==> src/rtl/mbf_pkg.sv <==
package mbf_pkg;

    typedef enum logic [1:0] {
        FK_RW    = 2'd0,
        FK_RO    = 2'd1,
        FK_FIXED = 2'd2,
        FK_WO    = 2'd3
    } field_kind_e;

    typedef enum logic [1:0] {
        ST_OK       = 2'b00,
        ST_UNMAPPED = 2'b01
    } bus_status_e;

    // Index of the lowest set bit; zero for an empty mask.
    function automatic int lsb_idx(input logic [63:0] m);
        int r;
        r = 0;
        for (int i = 63; i >= 0; i--) begin
            if (m[i]) r = i;
        end
        return r;
    endfunction

endpackage

==> src/rtl/mbf_field.sv <==
module mbf_field
    import mbf_pkg::*;
#(
    parameter int              AW   = 4,
    parameter int              DW   = 32,
    parameter logic [AW-1:0]   ADDR = '0,
    parameter logic [DW-1:0]   MASK = '1,
    parameter field_kind_e     KIND = FK_RW,
    parameter logic [DW-1:0]   RST  = '0
) (
    input  logic          clk,
    input  logic          rst_n,
    input  logic          acc_valid,
    input  logic          acc_write,
    input  logic [AW-1:0] acc_addr,
    input  logic [DW-1:0] acc_mask,
    input  logic [DW-1:0] acc_wdata,
    input  logic          ld_en,
    input  logic [DW-1:0] ld_val,
    output logic          rd_hit,
    output logic          wr_hit,
    output logic [DW-1:0] rd_part,
    output logic [DW-1:0] fld_val
);
    localparam int            SH       = lsb_idx(64'(MASK));
    localparam logic [DW-1:0] RST_IN   = RST & MASK;
    localparam bit            READABLE = (KIND != FK_WO);

    logic          addr_hit;
    logic [DW-1:0] eff_mask;
    logic [DW-1:0] val_q;
    logic [DW-1:0] val_nxt;

    assign addr_hit = acc_valid && (acc_addr == ADDR);
    assign rd_hit   = addr_hit && !acc_write && READABLE;
    assign wr_hit   = addr_hit && acc_write;
    assign eff_mask = acc_mask & MASK;

    always_comb begin
        val_nxt = val_q;
        unique case (KIND)
            FK_RW, FK_WO: begin
                if (wr_hit) val_nxt = (val_q & ~eff_mask) | (acc_wdata & eff_mask);
            end
            FK_RO: begin
                if (ld_en) val_nxt = (ld_val << SH) & MASK;
            end
            FK_FIXED: begin
                val_nxt = RST_IN;
            end
        endcase
    end

    always_ff @(posedge clk) begin
        if (!rst_n) val_q <= RST_IN;
        else        val_q <= val_nxt;
    end

    assign rd_part = rd_hit ? (val_q & eff_mask) : '0;
    assign fld_val = (val_q & MASK) >> SH;

endmodule

==> src/rtl/mbf_rd_merge.sv <==
module mbf_rd_merge #(
    parameter int NF = 6,
    parameter int DW = 32
) (
    input  logic [NF*DW-1:0] rd_part_flat,
    input  logic [NF-1:0]    rd_hit,
    input  logic [NF-1:0]    wr_hit,
    output logic [DW-1:0]    rdata,
    output logic             any_rd,
    output logic             any_wr
);
    always_comb begin
        rdata = '0;
        for (int i = 0; i < NF; i++) begin
            rdata = rdata | rd_part_flat[i*DW +: DW];
        end
    end

    assign any_rd = |rd_hit;
    assign any_wr = |wr_hit;

endmodule

==> src/rtl/mbf_regbus.sv <==
module mbf_regbus
    import mbf_pkg::*;
#(
    parameter int                        AW = 4,
    parameter int                        DW = 32,
    parameter int                        NF = 6,
    parameter logic [NF-1:0][AW-1:0]     FLD_ADDR = {4'd2, 4'd1, 4'd1, 4'd0, 4'd0, 4'd0},
    parameter logic [NF-1:0][DW-1:0]     FLD_MASK = {32'h0000_FFFF, 32'h8000_0000, 32'h0000_0FF0,
                                                     32'hFFFF_0000, 32'h0000_FF00, 32'h0000_00FF},
    parameter logic [NF-1:0][1:0]        FLD_KIND = {2'd3, 2'd0, 2'd0, 2'd2, 2'd1, 2'd0},
    parameter logic [NF-1:0][DW-1:0]     FLD_RST  = {32'h0000_0000, 32'h8000_0000, 32'h0000_0000,
                                                     32'hCAFE_0000, 32'h0000_1200, 32'h0000_005A}
) (
    input  logic             clk,
    input  logic             rst_n,
    input  logic             req_valid,
    input  logic             req_write,
    input  logic [AW-1:0]    req_addr,
    input  logic [DW-1:0]    req_mask,
    input  logic [DW-1:0]    req_wdata,
    output logic [1:0]       rsp_status,
    output logic [DW-1:0]    rsp_rdata,
    input  logic [NF-1:0]    ld_en,
    input  logic [NF*DW-1:0] ld_val,
    output logic [NF*DW-1:0] fld_out
);
    logic [NF*DW-1:0] rd_part_flat;
    logic [NF-1:0]    rd_hit;
    logic [NF-1:0]    wr_hit;
    logic             any_rd;
    logic             any_wr;
    logic [DW-1:0]    merged;

    for (genvar g = 0; g < NF; g++) begin : g_fld
        mbf_field #(
            .AW   (AW),
            .DW   (DW),
            .ADDR (FLD_ADDR[g]),
            .MASK (FLD_MASK[g]),
            .KIND (field_kind_e'(FLD_KIND[g])),
            .RST  (FLD_RST[g])
        ) u_fld (
            .clk       (clk),
            .rst_n     (rst_n),
            .acc_valid (req_valid),
            .acc_write (req_write),
            .acc_addr  (req_addr),
            .acc_mask  (req_mask),
            .acc_wdata (req_wdata),
            .ld_en     (ld_en[g]),
            .ld_val    (ld_val[g*DW +: DW]),
            .rd_hit    (rd_hit[g]),
            .wr_hit    (wr_hit[g]),
            .rd_part   (rd_part_flat[g*DW +: DW]),
            .fld_val   (fld_out[g*DW +: DW])
        );
    end

    mbf_rd_merge #(.NF(NF), .DW(DW)) u_merge (
        .rd_part_flat (rd_part_flat),
        .rd_hit       (rd_hit),
        .wr_hit       (wr_hit),
        .rdata        (merged),
        .any_rd       (any_rd),
        .any_wr       (any_wr)
    );

    always_comb begin
        rsp_status = ST_OK;
        rsp_rdata  = '0;
        if (req_valid) begin
            if (req_write) begin
                rsp_status = any_wr ? ST_OK : ST_UNMAPPED;
            end else begin
                rsp_status = any_rd ? ST_OK : ST_UNMAPPED;
                rsp_rdata  = merged;
            end
        end
    end

endmodule

==> config.mk <==
export PLATFORM = sky130hd
export DESIGN_NAME = mbf_regbus
export DESIGN_NICKNAME = d
export VERILOG_FILES = /design/src/rtl/mbf_pkg.sv /design/src/rtl/mbf_field.sv /design/src/rtl/mbf_rd_merge.sv /design/src/rtl/mbf_regbus.sv
export SDC_FILE = /design/constraint.sdc
export NUM_CORES = 1
export LEC_CHECK = 0
export BUFFER_PORTS_ARGS = -buffer_cell sky130_fd_sc_hd__buf_2
export CORE_AREA = 2 2 195 197
export CTS_CLUSTER_SIZE = 28
export DETAILED_ROUTE_END_ITERATION = 7
export DIE_AREA = 0 0 197 199
export RECOVER_POWER = 50
export SLEW_MARGIN = 5
export SYNTH_ARGS = -nofsm -noshare
export SYNTH_HDL_FRONTEND = slang
export SYNTH_SLANG_ARGS = --single-unit
==> constraint.sdc <==
create_clock -name clk -period 1.1 [get_ports clk]
set_input_delay 0.11 -clock clk [delete_from_list [all_inputs] [get_ports clk]]
set_output_delay 0.11 -clock clk [all_outputs]
set_load 0.02 [all_outputs]
## Yosys cells after proc, flatten, opt, wreduce, memory -nomap -nowiden

Index checks and enable logic that the tools add are counted.
Widths: inputs -> output; s select.

| cells by class | value |
|---|---|
| equality and inequality tests | 2 |
| multiplexer cells | 11 |
| bitwise operators | 24 |
| reduce and logical (&&, ||, !) cells | 12 |

Operators with widths:

| cell | number |
|---|---|
| $or 32x32->32 | 8 |
| $mux 32 | 7 |
| $and 32x32->32 | 6 |
| $and 32x12->32 | 2 |
| $and 32x8->32 | 2 |
| $and 32x16->32 | 1 |
| $not 12->32 | 1 |
| $not 16->32 | 1 |
| $not 32->32 | 1 |
| $not 8->32 | 1 |
| $and 16x16->16 | 1 |
| $logic_and 1x1->1 | 8 |
| $eq 4x1->1 const B | 1 |
| $eq 4x2->1 const B | 1 |
| $logic_not 4->1 | 1 |
| $mux 1 | 4 |
| $reduce_or 3->1 | 1 |
| $reduce_or 2->1 | 1 |
| $logic_not 1->1 | 1 |

| word-level totals | value |
|---|---|
| register bits after elaboration | 136 |
| input bits | 270 |
| output and inout bits | 226 |

## Depth between registers and ports, before layout

Gate-level depths: netlist of run 1.

| depth | value |
|---|---|
| depth after elaboration | 10 |
| mapped depth | 5 |

## Hierarchy

A second synthesis of run 1 with hierarchy kept.

| unflattened totals | value |
|---|---|
| cells, all modules | 725 |
| area total of the unflattened synthesis | 5636.7 µm² |

By module, submodules not included:

| module | instances | cells an instance | area an instance (µm²) |
|---|---|---|---|
| mbf_field (g_fld[5].u_fld) | 1 | 129 | 1101.1 |
| mbf_field (g_fld[3].u_fld) | 1 | 107 | 950.9 |
| mbf_field (g_fld[1].u_fld) | 1 | 97 | 843.3 |
| mbf_field (g_fld[0].u_fld) | 1 | 103 | 820.8 |
| mbf_field (g_fld[2].u_fld) | 1 | 73 | 598.1 |
| mbf_field (g_fld[4].u_fld) | 1 | 74 | 553.0 |
| mbf_rd_merge | 1 | 102 | 467.9 |
| mbf_regbus | 1 | 40 | 301.5 |

## Least setup slack after synthesis of run 1

Ideal clock, no wire load.

| timing path | value |
|---|---|
| path type | input to output |
| from | in req_valid |
| to | out rsp_rdata[6] |
| data arrival time | 1.250 ns |
| data required time | 0.990 ns |
| setup slack | -0.260 ns |
| cell stages on the path | 5 |
| path buffers | 2 |
| path through | clkbuf_1 -> nor2b_1 -> clkbuf_1 -> nand3_1 -> a21boi_1 |

| on the way | value |
|---|---|
| cells in the longest elaborated chain, start to end | 9 |

RTL lines:

| element | RTL line | text |
|---|---|---|
| start, declared | mbf_regbus.sv:16 | `input logic req_valid,` |
| $logic_and 1x1->1 | mbf_field.sv:34 | `assign addr_hit = acc_valid && (acc_addr == ADDR);` |
| $logic_and 1x1->1 | mbf_field.sv:35 | `assign rd_hit = addr_hit && !acc_write && READABLE;` |
| $mux 32 | mbf_field.sv:59 | `assign rd_part = rd_hit ? (val_q & eff_mask) : '0;` |
| $or 32x32->32 (4 in a row) | mbf_rd_merge.sv:15 | `rdata = rdata \| rd_part_flat[i*DW +: DW];` |
| $mux 32 | mbf_regbus.sv:72 | `if (req_write) begin` |
| $mux 32 * | mbf_regbus.sv:71 | `if (req_valid) begin` |
| end, declared | mbf_regbus.sv:22 | `output logic [DW-1:0] rsp_rdata,` |

Every way passes the cells marked *; elsewhere a longest branch is shown, timed or not.

## Worst setup path in the final report of run 1

| timing path | value |
|---|---|
| from | in req_addr[2] |
| to | out rsp_rdata[11] |

| on the way | value |
|---|---|
| cells in the longest elaborated chain, start to end | 10 |

RTL lines:

| element | RTL line | text |
|---|---|---|
| start, declared | mbf_regbus.sv:18 | `input logic [AW-1:0] req_addr,` |
| $logic_not 4->1 | mbf_field.sv:34 |  |
| $logic_and 1x1->1 | mbf_field.sv:34 |  |
| $logic_and 1x1->1 | mbf_field.sv:35 |  |
| $mux 32 | mbf_field.sv:59 |  |
| $or 32x32->32 (3 in a row) | mbf_rd_merge.sv:15 |  |
| $or 32x32->32 * | mbf_rd_merge.sv:15 |  |
| $mux 32 * | mbf_regbus.sv:72 |  |
| $mux 32 * | mbf_regbus.sv:71 |  |

Marks and branches as above.

==> results.py, run 1 <==
metrics = {
    "placement": {
        "gp_congestion": 0.728,
        "place_area_sq_um": 4160,
        "post-place-ws_ns": -0.365,
        "portBuffers": 129,
        "hpwlAfterDp_um": 10500,
    },
    "clock_network": {
        "clock_latency_ns": 0.29,
        "ctsRootBufferMaster": "clkbuf_16",
        "numCtsBuffers": 5,
        "clk_pin_slew_ns": 0.06,
        "cts_hold_buf": 0,
        "htree_num_levels": 2,
        "cts_tree": "yes",
        "cts.sinks": 41,
        "cts_buffer_depth": 2,
    },
    "sta": {
        "fin_worst_skew_ns": 0,
        "max_freq_mhz": 758,
        "rsz0062_at_grt": "yes",
        "fin_crit_sh_pct": 120,
        "hold_viol": 0,
        "period_needed_ns": 1.32,
        "finalSetupTns_ns": -5.08,
        "worst_slack_ns": -0.219,
        "whs_ns": 0.0421,
        "drv_slew": 0,
        "setup-violations-final": 52,
    },
    "route": {
        "wire_per_inst_um": 12.4,
        "drc_errors": 0,
        "num_vias": 2886,
        "drtIter0Drc": 102,
        "vias_per_cell": 2.83,
        "ant_nets": 0,
        "wirelength_um": 12600,
        "dr.pass1.iters": 4,
    },
    "yosys": {
        "yosysSeqAreaShare_pct": 25.5,
        "synth_top_area_share_pct": 36.9,
        "synth_area_per_cell_sq_um": 7.98,
        "ys_top_cells_by_count": "buf_4, dfxtp_1, nand2_1",
        "ys.warnings.count": 0,
        "synth-edff-count": 0,
        "synth_cells": 403,
        "synth_top_area_cell": "buf_4",
        "async_flop_share_pct": 0,
        "netlist_top_cells_area": "buf_4, dfxtp_1, mux2i_1, nand2_1, nand3_1",
        "synthDistinctLibCells": 30,
        "synthFlopType": "dfxtp_1",
        "synth.most_common_cell": "buf_4",
        "syn_area_sq_um": 3210,
        "synth-seq-cells": 41,
    },
    "finish": {
        "layout-drive-gt1-share_pct": 36.2,
        "final_nets": 814,
        "design_area_sq_um": 4530,
        "layout-area-overhead-vs-synth_pct": 41.1,
        "fin_util_pct": 12.2,
    },
    "setup_path": {
        "crit_type": "input port to output pin",
        "critPathBufInv": 5,
        "cp-start-kind": "input port",
        "cp_slowest_cell": "nor4b_4",
        "path_cells": "buf_8, buf_12, nor4b_4, buf_12, buf_12, nand4_1, o21ai_2, buf_6",
        "cp-endpoint": "rsp_rdata[11]",
        "worst_path_dominant_cell_family": "buffers and inverters",
        "endpoint_kind": "output pin",
        "crit_start": "req_addr[2]",
        "cp_common_cell": "buf_12",
        "crit_fanout": 12,
        "cpPeakStageDelay_ns": 0.25,
        "crit_arrival_ns": 1.21,
        "reg2reg_slack_ns": 0.40,
        "crit_cells": 8,
        "required_ns": 0.99,
        "r2r_cells": 2,
    },
    "pwr": {
        "p_leak_nw": 2.20,
        "power_density_nw_per_um2": 904,
        "peakVddDrop_mv": 0.440,
    },
    "hold_path": {
        "hp-start": "ld_val[36]",
        "worstHoldPathType": "input port to flip-flop",
    },
    "die": {
        "die_w_um": 197,
        "dieArea_sq_um": 39200,
        "coreArea_sq_um": 37100,
        "die_h_um": 199,
        "start_util_pct": 8.66,
        "rows": 71,
        "ios": 496,
    },
    "run_status": {
        "failed_checks": "negative setup slack",
        "outcome": "complete, but fails checks",
    },
    "global_route": {
        "grt_usage_pct": 6.15,
        "antenna_found_initial": 2,
        "grt_pass1_wl_um": 16900,
        "grt_max_degree": 32,
        "grt_overflow_total": 0,
        "grt_pass1_vias": 2511,
    },
    "run": {
        "drv_cap": 0,
    },
}
per-stage QoR:
stage	instances	power, mW
2_1_floorplan	558	2.66
6_report	1019	4.10
4_1_cts	1018	4.19
5_1_grt	1018	4.33
3_3_place_gp	1009	2.56
3_5_place_dp	1009	2.57
cell families (layout without fill, tap and decap cells):
group	Yosys count	count (layout)	share of synthesized area, %
muxes	24	24	7.47
and+or+nand+nor	117	117	19.0
other	2	158	0.234
AOI/OAI and AO/OA	41	41	8.33
DFF	41	41	25.5
buffers and inverters	178	164	39.4
area by class of cell:
cell class                      instances  area (sq um)
Timing Repair Buffer                  154          1100
Fill cell                            4293         32600
Multi-Input combinational cell        339          1860
Sequential cell                        41           821
Tap cell                              474           593
Inverter                                3          11.3
Antenna cell                            1          2.50
Clock inverter                          1          7.51
Clock buffer                            6           139
worst min path at each step:
stage | cells after the start | slack, ns | to
3_5_place_dp | 3 | 0.33 | g_fld[1].u_fld.val_q[12]
3_3_place_gp | 3 | 0.33 | g_fld[1].u_fld.val_q[12]
6_report | 3 | 0.04 | g_fld[1].u_fld.val_q[12]
2_1_floorplan | 2 | 0.24 | g_fld[1].u_fld.val_q[12]
4_1_cts | 3 | 0.02 | g_fld[1].u_fld.val_q[9]
5_1_grt | 3 | 0.03 | g_fld[1].u_fld.val_q[9]
metal layers:
layer | share of wire [%] | track usage (%)
met1 | 46 | 8.31
met2 | 43 | 9.10
met3 | 9.1 | 2.31
met4 | 1.2 | 1.64
met5 | 0.21 | 0
worst min-delay path: stages:
cell and delay, ns:
buf_2 0.07, mux2i_1 0.06, nand2_1 0.06
power by group:
group	switching [mW]	internal, mW	leakage, nW
registers	0.0201	1.51	0.332
clock network	0.630	0.891	0.0690
logic	0.796	0.252	1.80
cells in the final DEF (no fill, tap or decap), types with 11 or more instances in the layout:
cell type and n:
buf_4 13, buf_2 107, nand4_1 11, mux2i_1 24
dfxtp_1 41, buf_6 24, nand2_1 40, nand3_1 26
conb_1 157
timing repair:
| action | CTS | global route |
|---|---|---|
| setup buffers | 2 | 1 |
| endpoints found under the setup margin | 37 | 54 |
| resized for setup | 56 | 9 |
| pin swaps | 20 | 5 |
Power figures use the tool's default switching activity.
==> run 2, diff against run 1 <==
CORE_AREA = 5 5 192 194   (was 2 2 195 197)
==> run 2 against run 1 <==
The run still ends with negative setup slack left. Hold slack lost 0.024 ns. Routed wire length grew 8.3%. Clock skew is the same. Worst setup slack lost 0.067 ns. First-iteration DRC count shrank 46%. Total power grew 3.4%. Cell area grew 5.4%. Via count grew 4.1%. Global-route usage is essentially flat. Critical path depth shrank 3. Flip-flop and latch count is the same.
==> results.py, run 2 (synthesis gave the netlist of run 1 again) <==
metrics = {
    "sta": {
        "fin_worst_skew_ns": 0,
        "period_needed_ns": 1.39,
        "setup-violations-final": 42,
        "hold_viol": 0,
        "max_freq_mhz": 721,
        "worst_slack_ns": -0.287,
        "drv_slew": 0,
        "rsz0062_at_grt": "yes",
        "fin_crit_sh_pct": 126,
    },
    "setup_path": {
        "cp-start-kind": "input port",
        "crit_arrival_ns": 1.28,
        "cpPeakStageDelay_ns": 0.37,
        "crit_fanout": 8,
        "path_cells": "buf_12, nor4_4, and2_4, and3_4, buf_6",
        "cp_slowest_cell": "and2_4",
        "endpoint_kind": "output pin",
        "required_ns": 0.99,
        "crit_type": "input port to output pin",
    },
    "route": {
        "wirelength_um": 13700,
        "drc_errors": 0,
        "num_vias": 3004,
        "drtIter0Drc": 55,
        "dr.pass1.iters": 4,
        "vias_per_cell": 2.94,
        "wire_per_inst_um": 13.4,
        "ant_nets": 0,
    },
    "placement": {
        "post-place-ws_ns": -0.382,
        "gp_congestion": 0.674,
        "place_area_sq_um": 4210,
        "portBuffers": 129,
        "hpwlAfterDp_um": 11000,
    },
    "global_route": {
        "grt_pass1_wl_um": 17400,
        "antenna_found_initial": 2,
        "grt_usage_pct": 6.19,
        "grt_pass1_vias": 2745,
        "grt_overflow_total": 0,
        "grt_max_degree": 22,
    },
    "run": {
        "drv_cap": 0,
    },
    "die": {
        "die_w_um": 197,
        "coreArea_sq_um": 35100,
        "ios": 496,
        "dieArea_sq_um": 39200,
        "rows": 69,
        "die_h_um": 199,
        "start_util_pct": 9.17,
    },
    "finish": {
        "layout-drive-gt1-share_pct": 36.9,
        "fin_util_pct": 13.6,
        "design_area_sq_um": 4780,
        "layout.cells.most_common": "conb_1",
        "final_cell_mix": "conb_1, buf_2, dfxtp_1",
        "nFillCells": 4024,
        "layout-area-overhead-vs-synth_pct": 48.7,
        "final_nets": 830,
    },
    "clock_network": {
        "cts_buffer_depth": 2,
        "cts_hold_buf": 0,
        "cts.sinks": 41,
        "cts_tree": "yes",
        "numCtsBuffers": 5,
        "clock_latency_ns": 0.29,
        "ctsRootBufferMaster": "clkbuf_16",
        "clk_pin_slew_ns": 0.07,
        "htree_num_levels": 2,
    },
    "hold_path": {
        "worstHoldPathType": "input port to flip-flop",
    },
    "run_status": {
        "failed_checks": "negative setup slack",
        "outcome": "complete, but fails checks",
    },
    "pwr": {
        "p_leak_nw": 2.24,
        "total_power_mw": 4.24,
        "power_density_nw_per_um2": 886,
        "peakVddDrop_mv": 0.569,
    },
}
-- run 2: cell types whose count changed in the layout (fill, tap and decap cells not counted), moves of 3 or more --
cell / previous run / this run
buf_2: 107 / 78
buf_6: 24 / 37
buf_4: 13 / 24
clkbuf_1: 0 / 11
clkbuf_2: 0 / 9
and3_4: 9 / 15
and3_1: 4 / 1
and3_2: 5 / 2
-- run 2: routing by layer --
| layer | vias to the layer above | GRT usage, % | part of all wire, % | wire (um) |
|---|---|---|---|---|
| li1 | 1371 | - | - | - |
| met1 | 1389 | 7.57 | 42 | 5720 |
| met2 | 227 | 10.2 | 46 | 6270 |
| met3 | 17 | 2.35 | 11 | 1480 |
| met4 | 0 | 1.67 | 1.4 | 198 |
| met5 | - | 0 | 0 | 0 |
-- run 2: area by class of cell --
cell class              count  area (sq um)  area share (%)
multi-input cells         339          1920            40.3
flip-flops and latches     41           821            17.2
clock buffers               5           125            2.62
diodes                      1          2.50          0.0523
inverters                   3          11.3           0.236
well taps                 461           577            12.1
repair buffers            170          1300            27.2
clock inverters             3          21.3           0.445
-- run 2: timing repair --
| action | CTS | global route |
|---|---|---|
| gates cloned | 0 | 1 |
| pin swaps | 19 | 25 |
| resized for setup | 71 | 28 |
| setup buffers | 8 | 2 |
| endpoints found under the setup margin | 36 | 53 |
-- run 2: stage by stage --
step           TNS, ns  hold WS, ns  std cells
2_1_floorplan    -1.17        0.239        558
3_3_place_gp    -14.97        0.324       1005
3_5_place_dp    -16.07        0.334       1005
4_1_cts          -6.41      0.00508       1020
5_1_grt          -9.91       0.0135       1022
6_report         -7.56       0.0179       1023
-- run 2: worst paths after layout --
path	start	endpoint	slack, ns	cells after the start
max	req_addr[2]	rsp_rdata[14]	-0.29	5
min	ld_val[36]	g_fld[1].u_fld.val_q[12]	0.02	3
max reg2reg	flip-flop	flip-flop	0.36	1
min reg2reg	flip-flop	flip-flop	0.46	2
-- run 2: worst max-delay path, delay by kind of cell --
kind | cells | cell delay [ns]
buf+inv | 2 | 0.22
simple gates | 3 | 0.94
-- run 2: where the power goes --
group	internal, mW	switching (mW)	total, mW
Clock	0.849	0.740	1.59
Sequential	1.51	0.0203	1.53
Combinational	0.290	0.830	1.12
==> run 3, diff against run 2 <==
SETUP_SLACK_MARGIN = 0.02   (was default)
==> run 3 against run 2 <==
Final cell count shrank 0.29%. Largest power group is now sequential cells. Critical path depth grew 1. The run still ends with negative setup slack left. Cell area grew 0.18%. Largest cell class unchanged. Critical endpoint is now rsp_rdata[1]. Critical path type unchanged. Core utilization is essentially flat. Routed wire length shrank 3.6%. Total power shrank 2.0%. Flip-flop and latch count is the same. Fmax grew 1.9%. Combinational power is essentially flat. Die area is the same.
==> results.py, run 3 (synthesis gave the netlist of run 1 again) <==
metrics = {
    "finish": {
        "final_cell_mix": "conb_1, buf_2, nand2_1, dfxtp_1, buf_6",
        "final_nets": 828,
        "layout-drive-gt1-share_pct": 39.5,
        "layout-area-overhead-vs-synth_pct": 49.0,
        "fin_cells": 1020,
        "antenna_cells": 0,
        "layout.cells.most_common": "conb_1",
    },
    "route": {
        "vias_per_cell": 2.84,
        "drc_errors": 0,
        "dr.pass1.iters": 4,
        "wire_per_inst_um": 12.9,
        "num_vias": 2901,
        "ant_nets": 0,
        "wirelength_um": 13200,
        "drtIter0Drc": 53,
    },
    "clock_network": {
        "numCtsBuffers": 5,
        "ctsRootBufferMaster": "clkbuf_16",
        "htree_num_levels": 2,
        "clock_latency_ns": 0.29,
        "cts_tree": "yes",
        "clk_pin_slew_ns": 0.07,
        "cts_buffer_depth": 2,
        "cts.sinks": 41,
    },
    "sta": {
        "fin_crit_sh_pct": 124,
        "setup-violations-final": 48,
        "rsz0062_at_grt": "yes",
        "finalSetupTns_ns": -9.11,
        "drv_slew": 0,
        "fin_worst_skew_ns": 0,
        "hold_viol": 0,
        "max_freq_mhz": 735,
        "period_needed_ns": 1.36,
        "worst_slack_ns": -0.261,
    },
    "die": {
        "die_h_um": 199,
        "rows": 69,
        "dieArea_sq_um": 39200,
        "coreArea_sq_um": 35100,
        "die_w_um": 197,
        "start_util_pct": 9.17,
        "ios": 496,
    },
    "setup_path": {
        "endpoint_kind": "output pin",
        "crit_arrival_ns": 1.25,
        "crit_type": "input port to output pin",
        "required_ns": 0.99,
        "crit_fanout": 8,
        "cp-start-kind": "input port",
    },
    "global_route": {
        "grt_max_degree": 23,
        "grt_overflow_total": 0,
        "grt_pass1_wl_um": 17200,
        "grt_pass1_vias": 2715,
        "grt_usage_pct": 6.11,
        "antenna_found_initial": 0,
    },
    "run_status": {
        "outcome": "complete, but fails checks",
        "failed_checks": "negative setup slack",
    },
    "pwr": {
        "total_power_mw": 4.15,
        "power_density_nw_per_um2": 867,
        "peakVddDrop_mv": 0.540,
        "p_leak_nw": 2.24,
    },
    "placement": {
        "portBuffers": 129,
        "placed_cells": 1001,
        "gp_congestion": 0.709,
        "hpwlAfterDp_um": 11200,
    },
    "hold_path": {
        "worstHoldPathType": "input port to flip-flop",
    },
    "run": {
        "drv_cap": 0,
    },
}
[run 3: cell count changes in the layout (fill, tap and decap cells not counted), sizes merged]
cell / before / now
diode: 1 / 0
clkbuf: 26 / 23
dlygate4sd3: 0 / 1
[run 3: power by group]
part           total [mW]  switching, mW  internal, mW
clock network        1.53          0.683         0.846
registers            1.53         0.0209          1.51
logic                1.10          0.825         0.271
[run 3: worst max-delay path, stage by stage]
cell and delay, ns:
buf_12 0.11, nor4_4 0.26, buf_4 0.18, and2_4 0.26, and3_4 0.21, buf_6 0.12
[run 3: routing by layer]
| metal | up-vias | part of all wire [%] | wire length, um | global-route usage [%] |
|---|---|---|---|---|
| met5 | - | 0 | 0 | 0 |
| met3 | 6 | 11 | 1410 | 2.30 |
| met1 | 1328 | 41 | 5360 | 7.32 |
| li1 | 1364 | - | - | - |
| met2 | 203 | 48 | 6340 | 10.7 |
| met4 | 0 | 0.55 | 72 | 0.924 |
[run 3: area by class of cell]
cell class,instances,area [sq um]
Clock inverter,3,21.3
Sequential cell,41,822
Timing Repair Buffer,168,1270
Clock buffer,5,125
Multi-Input combinational cell,339,1960
Tap cell,461,577
Inverter,3,11.3
Fill cell,4017,30300
[run 3: what timing repair did]
item / CTS / global route
endpoints found under the hold margin: 1 / 0
hold buffers: 1 / 0
gates resized for setup: 72 / 40
pin swaps: 8 / 19
setup endpoints to repair: 50 / 57
buffers inserted: 6 / 5
cloned: 1 / 0
[run 3: path summary, 6_finish.rpt]
check / startpoint / to / slack, ns / cells after the start
worst max-delay path: req_addr[0] / rsp_rdata[1] / -0.26 / 6
worst min-delay path: ld_val[36] / g_fld[1].u_fld.val_q[12] / 0.03 / 3
worst max register to register: flip-flop / flip-flop / 0.35 / 3
worst min register to register: flip-flop / flip-flop / 0.46 / 2
[run 3: stage by stage]
stage | hold slack [ns] | setup slack (ns) | utilization [%] | instance area, sq um
5_1_grt | 0.0213 | -0.327 | 13.7 | 4790
6_report | 0.0290 | -0.261 | 13.7 | 4790
3_3_place_gp | 0.327 | -0.418 | 11.8 | 4130
3_5_place_dp | 0.329 | -0.413 | 11.8 | 4130
2_1_floorplan | 0.239 | -0.0591 | - | 3920
4_1_cts | 0.00331 | -0.286 | 13.1 | 4600
